$ cat config.mk
export PLATFORM = sky130hd
export DESIGN_NAME = spi_irq_unit
export DESIGN_NICKNAME = d
export VERILOG_FILES = /design/src/rtl/spi_irq_pkg.sv /design/src/rtl/spi_irq_levels.sv /design/src/rtl/spi_irq_sticky.sv /design/src/rtl/spi_irq_mask.sv /design/src/rtl/spi_irq_unit.sv
export SDC_FILE = /design/constraint.sdc
export NUM_CORES = 1
export LEC_CHECK = 0
export BUFFER_PORTS_ARGS = -buffer_cell sky130_fd_sc_hd__buf_2
export CORE_MARGIN = 2
export CORE_UTILIZATION = 48
export CTS_BUF_LIST = sky130_fd_sc_hd__clkbuf_4 sky130_fd_sc_hd__clkbuf_8
export DETAILED_ROUTE_END_ITERATION = 10
export PLACE_DENSITY = 0.81
export SLEW_MARGIN = 20
export SYNTH_ARGS = -nofsm -noshare
export SYNTH_HDL_FRONTEND = slang
export SYNTH_SLANG_ARGS = --single-unit
export TNS_END_PERCENT = 100
$ cat constraint.sdc
create_clock -name clk -period 2.07 [get_ports clk]
set_input_delay 0.3105 -clock clk [delete_from_list [all_inputs] [get_ports clk]]
set_output_delay 0.3105 -clock clk [all_outputs]
set_load 0.05 [all_outputs]
$ cat src/rtl/spi_irq_pkg.sv
package spi_irq_pkg;
  localparam int NSRC   = 7;
  localparam int ADDR_W = 6;
  localparam int DATA_W = 32;

  // status bit positions (software decodes these)
  localparam int B_RXOVF = 0;
  localparam int B_MODF  = 1;
  localparam int B_TXNF  = 2;
  localparam int B_TXF   = 3;
  localparam int B_RXNE  = 4;
  localparam int B_RXF   = 5;
  localparam int B_TXUF  = 6;

  localparam logic [NSRC-1:0] STICKY_SET = (NSRC'(1) << B_RXOVF) | (NSRC'(1) << B_TXUF);

  localparam logic [ADDR_W-1:0] A_STAT  = 6'h04;
  localparam logic [ADDR_W-1:0] A_ENSET = 6'h08;
  localparam logic [ADDR_W-1:0] A_ENCLR = 6'h0C;
  localparam logic [ADDR_W-1:0] A_MASK  = 6'h10;
  localparam logic [ADDR_W-1:0] A_TXTHR = 6'h28;
  localparam logic [ADDR_W-1:0] A_RXTHR = 6'h2C;
endpackage

$ cat src/rtl/spi_irq_levels.sv
module spi_irq_levels
  import spi_irq_pkg::*;
#(
  parameter int DEPTH = 128,
  parameter int LVL_W = $clog2(DEPTH + 1)
) (
  input  logic             clk,
  input  logic             rst,
  input  logic [LVL_W-1:0] tx_level,
  input  logic [LVL_W-1:0] rx_level,
  input  logic [LVL_W-1:0] tx_thr,
  input  logic [LVL_W-1:0] rx_thr,
  input  logic             mode_fault,
  output logic [NSRC-1:0]  lvl_bits
);
  localparam logic [LVL_W-1:0] FULL = LVL_W'(DEPTH);

  always_comb begin
    lvl_bits         = '0;
    lvl_bits[B_MODF] = mode_fault;
    lvl_bits[B_TXNF] = (tx_level < tx_thr);
    lvl_bits[B_TXF]  = (tx_level == FULL);
    lvl_bits[B_RXNE] = (rx_level >= rx_thr);
    lvl_bits[B_RXF]  = (rx_level == FULL);
  end


  rxfull_implies_data_chk: assert property (@(posedge clk) disable iff (rst)
    (rx_level == FULL && rx_thr <= FULL) |-> lvl_bits[B_RXNE]);
endmodule

$ cat src/rtl/spi_irq_sticky.sv
module spi_irq_sticky
  import spi_irq_pkg::*;
#(
  parameter logic [NSRC-1:0] KEEP = STICKY_SET
) (
  input  logic            clk,
  input  logic            rst,
  input  logic [NSRC-1:0] ev,
  input  logic [NSRC-1:0] clr,
  output logic [NSRC-1:0] q
);
  logic [NSRC-1:0] unused_inputs;
  assign unused_inputs = (ev | clr) & ~KEEP;

  for (genvar i = 0; i < NSRC; i++) begin : g_bit
    if (KEEP[i]) begin : g_flop
      always_ff @(posedge clk) begin
        if (rst)        q[i] <= 1'b0;
        else if (ev[i]) q[i] <= 1'b1;
        else if (clr[i]) q[i] <= 1'b0;
      end


      sticky_set_chk: assert property (@(posedge clk) disable iff (rst)
        ev[i] |=> q[i]);

      sticky_clear_chk: assert property (@(posedge clk) disable iff (rst)
        (clr[i] && !ev[i]) |=> !q[i]);

      sticky_hold_chk: assert property (@(posedge clk) disable iff (rst)
        (q[i] && !clr[i]) |=> q[i]);
    end else begin : g_none
      assign q[i] = 1'b0;
    end
  end
endmodule

$ cat src/rtl/spi_irq_mask.sv
module spi_irq_mask
  import spi_irq_pkg::*;
(
  input  logic            clk,
  input  logic            rst,
  input  logic            set_we,
  input  logic            clr_we,
  input  logic [NSRC-1:0] wbits,
  output logic [NSRC-1:0] en_q
);
  always_ff @(posedge clk) begin
    if (rst)         en_q <= '0;
    else if (set_we) en_q <= en_q | wbits;
    else if (clr_we) en_q <= en_q & ~wbits;
  end


  mask_set_chk: assert property (@(posedge clk) disable iff (rst)
    set_we |=> ((en_q & $past(wbits)) == $past(wbits)));

  mask_clr_chk: assert property (@(posedge clk) disable iff (rst)
    (clr_we && !set_we) |=> ((en_q & $past(wbits)) == '0));

  mask_keep_chk: assert property (@(posedge clk) disable iff (rst)
    (set_we || clr_we) |=> ((en_q & ~$past(wbits)) == ($past(en_q) & ~$past(wbits))));

  mask_idle_chk: assert property (@(posedge clk) disable iff (rst)
    (!set_we && !clr_we) |=> $stable(en_q));
endmodule

$ cat src/rtl/spi_irq_unit.sv
module spi_irq_unit
  import spi_irq_pkg::*;
#(
  parameter int DEPTH = 128,
  parameter int LVL_W = $clog2(DEPTH + 1)
) (
  input  logic              clk,
  input  logic              rst,
  input  logic [LVL_W-1:0]  tx_level,
  input  logic [LVL_W-1:0]  rx_level,
  input  logic              rx_ovf_pulse,
  input  logic              tx_udf_pulse,
  input  logic              mode_fault,
  input  logic              reg_we,
  input  logic [ADDR_W-1:0] reg_addr,
  input  logic [DATA_W-1:0] reg_wdata,
  output logic [DATA_W-1:0] reg_rdata,
  output logic              irq
);
  logic [LVL_W-1:0] tx_thr, rx_thr;
  logic [NSRC-1:0]  lvl_bits, sticky_q, en_q, status, ev, clr;
  logic [DATA_W-1:0] rd_next;
  logic [DATA_W-NSRC-1:0] unused_wdata;
  assign unused_wdata = reg_wdata[DATA_W-1:NSRC];

  always_ff @(posedge clk) begin
    if (rst) begin
      tx_thr <= LVL_W'(1);
      rx_thr <= LVL_W'(1);
    end else if (reg_we) begin
      if (reg_addr == A_TXTHR) tx_thr <= reg_wdata[LVL_W-1:0];
      if (reg_addr == A_RXTHR) rx_thr <= reg_wdata[LVL_W-1:0];
    end
  end

  spi_irq_levels #(.DEPTH(DEPTH), .LVL_W(LVL_W)) u_levels (
    .clk(clk), .rst(rst), .tx_level(tx_level), .rx_level(rx_level),
    .tx_thr(tx_thr), .rx_thr(rx_thr), .mode_fault(mode_fault),
    .lvl_bits(lvl_bits)
  );

  always_comb begin
    ev          = '0;
    ev[B_RXOVF] = rx_ovf_pulse;
    ev[B_TXUF]  = tx_udf_pulse;
    clr         = (reg_we && reg_addr == A_STAT) ? reg_wdata[NSRC-1:0] : '0;
  end

  spi_irq_sticky #(.KEEP(STICKY_SET)) u_sticky (
    .clk(clk), .rst(rst), .ev(ev), .clr(clr), .q(sticky_q)
  );

  spi_irq_mask u_mask (
    .clk(clk), .rst(rst),
    .set_we(reg_we && reg_addr == A_ENSET),
    .clr_we(reg_we && reg_addr == A_ENCLR),
    .wbits(reg_wdata[NSRC-1:0]), .en_q(en_q)
  );

  assign status = lvl_bits | sticky_q;

  always_comb begin
    case (reg_addr)
      A_STAT:  rd_next = DATA_W'(status);
      A_MASK:  rd_next = DATA_W'(en_q);
      A_TXTHR: rd_next = DATA_W'(tx_thr);
      A_RXTHR: rd_next = DATA_W'(rx_thr);
      default: rd_next = '0;
    endcase
  end

  always_ff @(posedge clk) begin
    if (rst) begin
      reg_rdata <= '0;
      irq       <= 1'b0;
    end else begin
      reg_rdata <= rd_next;
      irq       <= |(status & en_q);
    end
  end


  masked_quiet_chk: assert property (@(posedge clk) disable iff (rst)
    (en_q == '0) |=> !irq);

  sticky_enabled_irq_chk: assert property (@(posedge clk) disable iff (rst)
    (|(sticky_q & en_q)) |=> irq);

  rdata_high_zero_chk: assert property (@(posedge clk) disable iff (rst)
    $past(reg_addr == A_STAT) |-> (reg_rdata[DATA_W-1:NSRC] == '0));
endmodule

# Word-level counts from Yosys, hierarchy flattened
# Cells that the tools add are included.
[classes]
addsub = 0
multipliers = 0
div = 0
n_lt_le_gt_ge = 2
n_eq_ne = 8
shift = 0
mux = 8
bitwise = 5
n_reduce_logical = 9
[op_table]
columns = ["cell", "n"]
rows = [
  ["8-bit one-hot mux with 4 select lines", 1],
  ["7-bit 2-to-1 mux", 3],
  ["8-bit == test, second input constant", 2],
  ["7-bit bitwise AND", 2],
  ["6-bit by 4-bit == test with 1-bit output, second input constant", 2],
  ["6-bit == test, second input constant", 2],
  ["8-bit >= comparator", 1],
  ["8-bit less-than comparator", 1],
  ["7-bit NOT", 1],
  ["6-bit by 7-bit OR with 7-bit output", 1],
  ["7-bit OR", 1],
  ["7-bit OR reduction", 1],
  ["6-bit by 3-bit == test with 1-bit output, second input constant", 1],
  ["6-bit by 5-bit == test with 1-bit output, second input constant", 1],
  ["2-bit nonzero test", 3],
  ["1-bit 2-to-1 mux", 4],
  ["2-bit AND reduction", 2],
  ["1-bit logical AND", 3],
]
[word_totals]
regBits = 58
latch_bits = 0
ram_bits = 0
rom_bits = 0
in_bits = 60
word_cells = 39
mem_count = 0

# Longest topological paths before layout
# Gate-level depths: netlist (run 1).
[logic_depth]
depth_word = 5
mapped_depth = 7
ltp_nobuf = 7

# By module
# A second synthesis (run 1) with hierarchy kept.
[hier_totals]
hier_cells = 270
area_unflattened_um2 = 2229.6
[by_module_without_submodules]
columns = ["mod", "instances", "cells_per_inst", "area_per_inst_um2", "seq_area_each_um2"]
rows = [
  ["spi_irq_unit", 1, 167, 1408.9, 500.5],
  ["spi_irq_levels", 1, 61, 437.9, 0.0],
  ["spi_irq_mask", 1, 28, 271.5, 140.1],
  ["spi_irq_sticky", 1, 14, 111.4, 40.0],
]

# Least setup slack after synthesis (run 1)
# OpenSTA, ideal clock, no wires.
[synth_timing]
path_type = "input to register"
start = "input port reg_addr[2]"
end = "register tx_thr[0]"
arrival_time_ns = 1.460
slack_ns = 0.487
cell_stages = 6
path_buffers = 2
cell_sequence = "buf_2 nor4b_2 and2_1 buf_2 a21oi_1 a311o_1"
[synth_between]
elab_chain_cells = 2
[synth_lines]
columns = ["item", "line_no", "rtl"]
rows = [
  ["start, declared", "spi_irq_unit.sv:15", "input logic [ADDR_W-1:0] reg_addr,"],
  ["6-bit == test", "spi_irq_unit.sv:31", "if (reg_addr == A_TXTHR) tx_thr <= reg_wdata[LVL_W-1:0];"],
  ["2-bit AND reduction (no line)", "n/a", ""],
  ["end signal, assigned", "spi_irq_unit.sv:31", ""],
  ["end, declared", "spi_irq_unit.sv:20", "logic [LVL_W-1:0] tx_thr, rx_thr;"],
]
# No other way between the ends.
# A chain may end at the register's enable or synchronous reset.

# Final worst setup path (run 1)
[layout_timing]
start = "register rx_thr[2]"
end = "register irq"
[layout_between]
elab_chain_cells = 4
[layout_lines]
columns = ["item", "line_no", "rtl"]
rows = [
  ["start, declared", "spi_irq_unit.sv:20", ""],
  ["start signal, assigned", "spi_irq_unit.sv:32", "if (reg_addr == A_RXTHR) rx_thr <= reg_wdata[LVL_W-1:0];"],
  ["8-bit >= comparator", "spi_irq_levels.sv:23", "lvl_bits[B_RXNE] = (rx_level >= rx_thr);"],
  ["6-bit by 7-bit OR with 7-bit output", "spi_irq_unit.sv:60", "assign status = lvl_bits | sticky_q;"],
  ["7-bit bitwise AND", "spi_irq_unit.sv:78", "irq <= |(status & en_q);"],
  ["7-bit OR reduction", "spi_irq_unit.sv:78", ""],
  ["end signal, assigned", "spi_irq_unit.sv:78", ""],
  ["end, declared", "spi_irq_unit.sv:18", "output logic irq"],
]
# No other way between the ends.

==> flow_summary.yaml, run 1 <==
run_status:
  status: "finished clean"
logic_synthesis:
  synthTopCellsByArea: "dfxtp_1 (34%), buf_4 (9.4%), ha_1 (9.4%)"
  synth.distinct_cells: 38
  synth-edff-count: 0
  ys_top_cells_by_count: "dfxtp_1 (34), a21oi_1 (31), nand2_1 (26)"
  ys.flop_type: "dfxtp_1"
  synthesis.area_mm2: 0.00199
  ys_ff_latch: 34
  netlist.area_leader.share_pct: 34.1
  synth-seq-area-share_pct: 34.1
  synthCells: 242
  yosys_warnings: 0
  netlist.top_cell.by_area: "dfxtp_1"
  syn_avg_cell_area_um2: 8.24
  synth.most_common_cell: "dfxtp_1"
  async_flop_share_pct: 0
sta:
  fmaxAchievable_ghz: 0.587
  skew_ns: 0.00685
  timing.final.crit_share_pct: 82.3
  hold_slack_ns: 0.225
  setup_tns_ns: 0
  hold_viol: 0
  final_max_slew_viol_count: 0
  setup_violations: 0
  finalCriticalPeriod_ns: 1.70
  rsz0062_at_grt: "no"
clock_network:
  cts_buffers: 5
  cts_hold_buf: 0
  cts_max_level: 2
  clock_sinks: 34
  postCtsSetupBuffers: 0
  clk_latency_ns: 0.29
  cts_max_path_buffers: 2
  cts_tree: "done"
  ctsResizeCount: 0
  root_buffer: "clkbuf_8"
  clk_pin_slew_ns: 0.07
route:
  vias_per_cell: 5.55
  firstDrtPassIters: 8
  drt_iter0_markers: 156
  wl_um: 4660
  vias: 1871
  wl_per_cell_um: 13.8
  ant_nets: 0
  drc_errors: 0
global_routing:
  grt_pass1_wl_um: 7380
  grt_max_degree: 28
  grt_use_total_pct: 21.4
  grt-ovfl-total: 0
  antenna_found_initial: 0
  grt_pass1_vias: 1659
  busiest_layer: "met2"
  met3_usage_pct: 5.26
  use_met1_pct: 25.4
  gr-usage-met2_pct: 33.8
worst_setup_path:
  cp-endpoint: "irq"
  startpoint_type: "register"
  cp-startpoint: "rx_thr[2]"
  r2r_cells: 7
  crit_fanout: 3
  required_ns: 2.21
  timing.rr.start: "rx_thr[2]"
  critical_path_class: "register to register"
  r2r_end: "irq"
  reg2reg_slack_ns: 0.37
  end_kind: "register"
  cp_data_arrival_time_ns: 1.84
die:
  fp.dieH_um: 68.5
  coreArea_mm2: 0.00400
  row_count: 23
  io_pins: 93
  die-area_mm2: 0.00469
  die_x_um: 68.5
  start_util_pct: 49.9
place:
  dp_hpwl_um: 3520
  place_congestion: 0.828
  port_buffers: 44
final_layout:
  fillCellCount: 374
  synthToLayoutAreaGrowth_pct: 14.7
  drive_gt1_share_pct: 21.6
  insertedDiodeCount: 0
  final_util_pct: 57.2
  final_nets: 361
flow_run:
  drv_cap: 0
pwr:
  ir_drop_v: 0.000442
  cellPowerDensity_mw_per_mm2: 662
  p_leak_nw: 0.944
hold_path:
  hp-class: "primary input to register"
cell type report:
class / instances / area [µm²] / area share, %
inverter: 18 / 67.6 / 2.95
clock buffer: 7 / 83.8 / 3.67
multi-input combinational: 177 / 1100 / 48.0
timing repair buffer: 50 / 265 / 11.6
sequential: 34 / 681 / 29.8
tap: 50 / 62.6 / 2.74
clock inverter: 1 / 30.0 / 1.31
per-stage QoR:
stage / power, mW / area, µm² / setup slack [ns] / cells
global placement: 0.898 / 2170 / 0.213 / 329
detailed placement: 0.904 / 2170 / 0.184 / 329
floorplan: 0.873 / 2080 / 0.487 / 265
finish: 1.51 / 2290 / 0.366 / 337
global route: 1.57 / 2290 / 0.201 / 337
CTS: 1.52 / 2290 / 0.372 / 337
how the worst min path moves through the flow:
stage / from / end / slack [ns] / cells after the start
after floorplan: reg_wdata[0] / register / 0.42 / 1
after global placement: tx_thr[0] / reg_rdata[0] / 0.45 / 2
after detailed placement: tx_thr[0] / reg_rdata[0] / 0.46 / 2
after CTS: tx_udf_pulse / u_sticky.q[6] / 0.22 / 3
after global routing: rx_ovf_pulse / u_sticky.q[0] / 0.23 / 3
final: tx_udf_pulse / u_sticky.q[6] / 0.23 / 3
cells in the final DEF, fill, tap and decap left out, types with 2 or more instances in the layout:
| cell type | n |
|---|---|
| a21oi_1 | 31 |
| nor2b_1 | 2 |
| dfxtp_1 | 34 |
| nor4_1 | 3 |
| o21ai_0 | 5 |
| clkbuf_8 | 5 |
| nor2_1 | 10 |
| clkbuf_4 | 2 |
| buf_4 | 6 |
| nand3_1 | 21 |
| a22oi_1 | 2 |
| buf_2 | 44 |
| inv_1 | 18 |
| a21o_1 | 2 |
| and4b_1 | 2 |
| conb_1 | 24 |
| a222oi_1 | 8 |
| nand2_1 | 26 |
| a311oi_1 | 4 |
| and4_1 | 2 |
| ha_1 | 15 |
| mux2i_1 | 3 |
where the power goes:
group	switching, mW	internal (mW)
clock	0.236	0.386
combinational	0.171	0.0571
sequential	0.00401	0.659
layer usage:
layer,vias to the layer above,share of wire [%]
li1,913,-
met1,857,40
met2,87,50
met3,14,7.3
met4,0,2.6
met5,-,0
critical path, cell delays in order (launching register included):
cell	delay, ns
dfxtp_1	0.37
inv_1	0.06
ha_1	0.28
and3_1	0.19
o21ai_0	0.14
a31oi_1	0.11
o21ai_0	0.25
a41oi_1	0.16
cell families (layout without fill, tap and decap cells):
group / after synthesis / count (layout) / synth area share [%]
flops: 34 / 34 / 34.1
compound gates: 58 / 58 / 18.8
xor+xnor: 1 / 1 / 0.439
buf+inv: 54 / 76 / 15.2
fa+ha+maj: 15 / 15 / 9.41
other cells: 1 / 24 / 0.188
simple gates: 76 / 76 / 20.3
mux: 3 / 3 / 1.51
Power figures use the tool's default switching activity.
==> run 2: changes to the inputs <==
==> constraint.sdc (replaced) <==
create_clock -name clk -period 1.6 [get_ports clk]
set_input_delay 0.24 -clock clk [delete_from_list [all_inputs] [get_ports clk]]
set_output_delay 0.24 -clock clk [all_outputs]
set_load 0.05 [all_outputs]
==> flow_summary.yaml, run 2 (same netlist as run 1, synthesis figures left out) <==
sta:
  timing.final.crit_share_pct: 96.1
  finalCriticalPeriod_ns: 1.54
  final_max_slew_viol_count: 0
  setup_violations: 0
  hold_viol: 0
  setup_tns_ns: 0
  skew_ns: 0.00438
  hold_slack_ns: 0.165
  rsz0062_at_grt: "no"
  fmaxAchievable_ghz: 0.650
  relSlewSlack_pct: 65.9
  worst_pin_slew_ns: 0.511
route:
  wl_per_cell_um: 13.8
  firstDrtPassIters: 5
  ant_nets: 0
  drc_errors: 0
  vias: 1927
  drt_iter0_markers: 143
  vias_per_cell: 5.49
  wl_um: 4850
pwr:
  sw_frac_of_total_pct: 29.5
  p_leak_nw: 1.01
  cellPowerDensity_mw_per_mm2: 763
  combPwrFrac_pct: 17.2
  ir_drop_v: 0.000502
  p_int_mw: 1.31
  power_mw: 1.85
  p_clk_share_pct: 36.5
  p_seq_share_pct: 46.3
  p_sw_uw: 547
run_status:
  status: "finished clean"
hold_path:
  hp-class: "primary input to register"
die:
  row_count: 23
  die-area_mm2: 0.00469
  start_util_pct: 49.9
  io_pins: 93
  fp.dieH_um: 68.5
  die_x_um: 68.5
  coreArea_mm2: 0.00400
clock_network:
  clk_latency_ns: 0.29
  cts_hold_buf: 0
  cts_buffers: 5
  postCtsSetupBuffers: 0
  cts_tree: "done"
  cts_max_path_buffers: 2
  clk_pin_slew_ns: 0.07
  cts_max_level: 2
  clock_sinks: 34
  root_buffer: "clkbuf_8"
worst_setup_path:
  crit_slowest_cell: "a221o_1"
  startpoint_type: "register"
  crit_fanout: 3
  cp_top_family: "compound AO/OA/AOI/OAI gates"
  critical_path_class: "register to register"
  crit_path_max_incr_delay_ns: 0.38
  cp_cell_sequence: "inv_1 > ha_1 > o21a_1 > o21ai_1 > a221o_1 > nand3_2 > a41oi_2"
  required_ns: 1.75
  worst-path-buf-inv: 1
  end_kind: "register"
  cp_data_arrival_time_ns: 1.68
place:
  place_congestion: 0.840
  port_buffers: 44
  dp_hpwl_um: 3700
  dpl.cell_count: 343
final_layout:
  insertedDiodeCount: 0
  mostFrequentLayoutCell: "buf_2"
  layout.cells.non_filler: 351
  drive_gt1_share_pct: 28.9
  final_nets: 375
  synthToLayoutAreaGrowth_pct: 21.8
  layout_common_cells: "buf_2 (44), a21oi_1 (31), dfxtp_1 (30)"
global_routing:
  gr-usage-met2_pct: 37.4
  busiest_layer: "met2"
  antenna_found_initial: 0
  grt_pass1_vias: 1780
  grt-ovfl-total: 0
  use_met1_pct: 26.1
  grt_pass1_wl_um: 7700
  grt_max_degree: 27
  met3_usage_pct: 6.25
  grt_use_total_pct: 22.2
flow_run:
  drv_cap: 0
[run 2: cell count changes in the layout (fill, tap and decap cells not counted), moves of 2 or more]
cell     delta
o21ai_1     +2
dfxtp_1     -4
ha_1        -2
o21ai_0     -4
dfxtp_2     +4
buf_4      +14
o21ai_2     +2
ha_4        +2
[run 2: routing by layer]
| metal | routed length [µm] | up-vias |
|---|---|---|
| met4 | 60 | 0 |
| li1 | - | 940 |
| met5 | 0 | - |
| met1 | 1980 | 903 |
| met3 | 325 | 7 |
| met2 | 2490 | 77 |
[run 2: final timing paths]
check             depth (start not counted)  slack, ns             to    startpoint
setup / recovery                          7       0.06            irq     tx_thr[2]
hold / removal                            3       0.16  u_sticky.q[6]  tx_udf_pulse
setup reg to reg                          7       0.06            irq     tx_thr[2]
hold reg to reg                           2       0.47      tx_thr[2]     tx_thr[2]
[run 2: stage by stage]
stage	util (%)	area (µm²)	setup WS, ns
3_5_place_dp	57.0	2280	-0.0753
6_report	60.7	2430	0.0625
4_1_cts	59.6	2380	0.0221
2_1_floorplan	-	2080	0.0879
3_3_place_gp	57.0	2280	-0.0412
5_1_grt	60.7	2430	0.00704
[run 2: power by group through the flow]
| stage | combinational [mW] | clock (mW) | sequential [mW] |
|---|---|---|---|
| after global routing | 0.347 | 0.721 | 0.858 |
| after detailed placement | 0.307 | 0 | 0.877 |
| after floorplan | 0.253 | 0 | 0.876 |
| after global placement | 0.300 | 0 | 0.877 |
| final | 0.319 | 0.677 | 0.858 |
| after CTS | 0.308 | 0.686 | 0.858 |
[run 2: area by class of cell]
cell class / count / area, µm²
Timing Repair Buffer: 64 / 370
Fill cell: 350 / 1570
Tap cell: 50 / 62.6
Clock inverter: 1 / 5.00
Multi-Input combinational cell: 177 / 1150
Sequential cell: 34 / 686
Inverter: 18 / 67.6
Clock buffer: 7 / 90.1
[run 2: what timing repair did]
| action | in CTS | in global routing |
|---|---|---|
| hold endpoints to repair | 0 | 0 |
| pin swaps | 1 | 5 |
| setup endpoints to repair | 1 | 2 |
| gates resized for setup | 3 | 12 |
| cloned | 0 | 0 |
[run 2: worst reg2reg max path, delay by kind of cell, from the launching register on]
| kind | cells | cell delay, ns |
|---|---|---|
| buffers and inverters | 1 | 0.06 |
| AO/OA/AOI/OAI | 4 | 0.64 |
| AND/OR/NAND/NOR | 1 | 0.09 |
| adder cells (fa/ha/maj) | 1 | 0.27 |
| flip-flops | 1 | 0.34 |
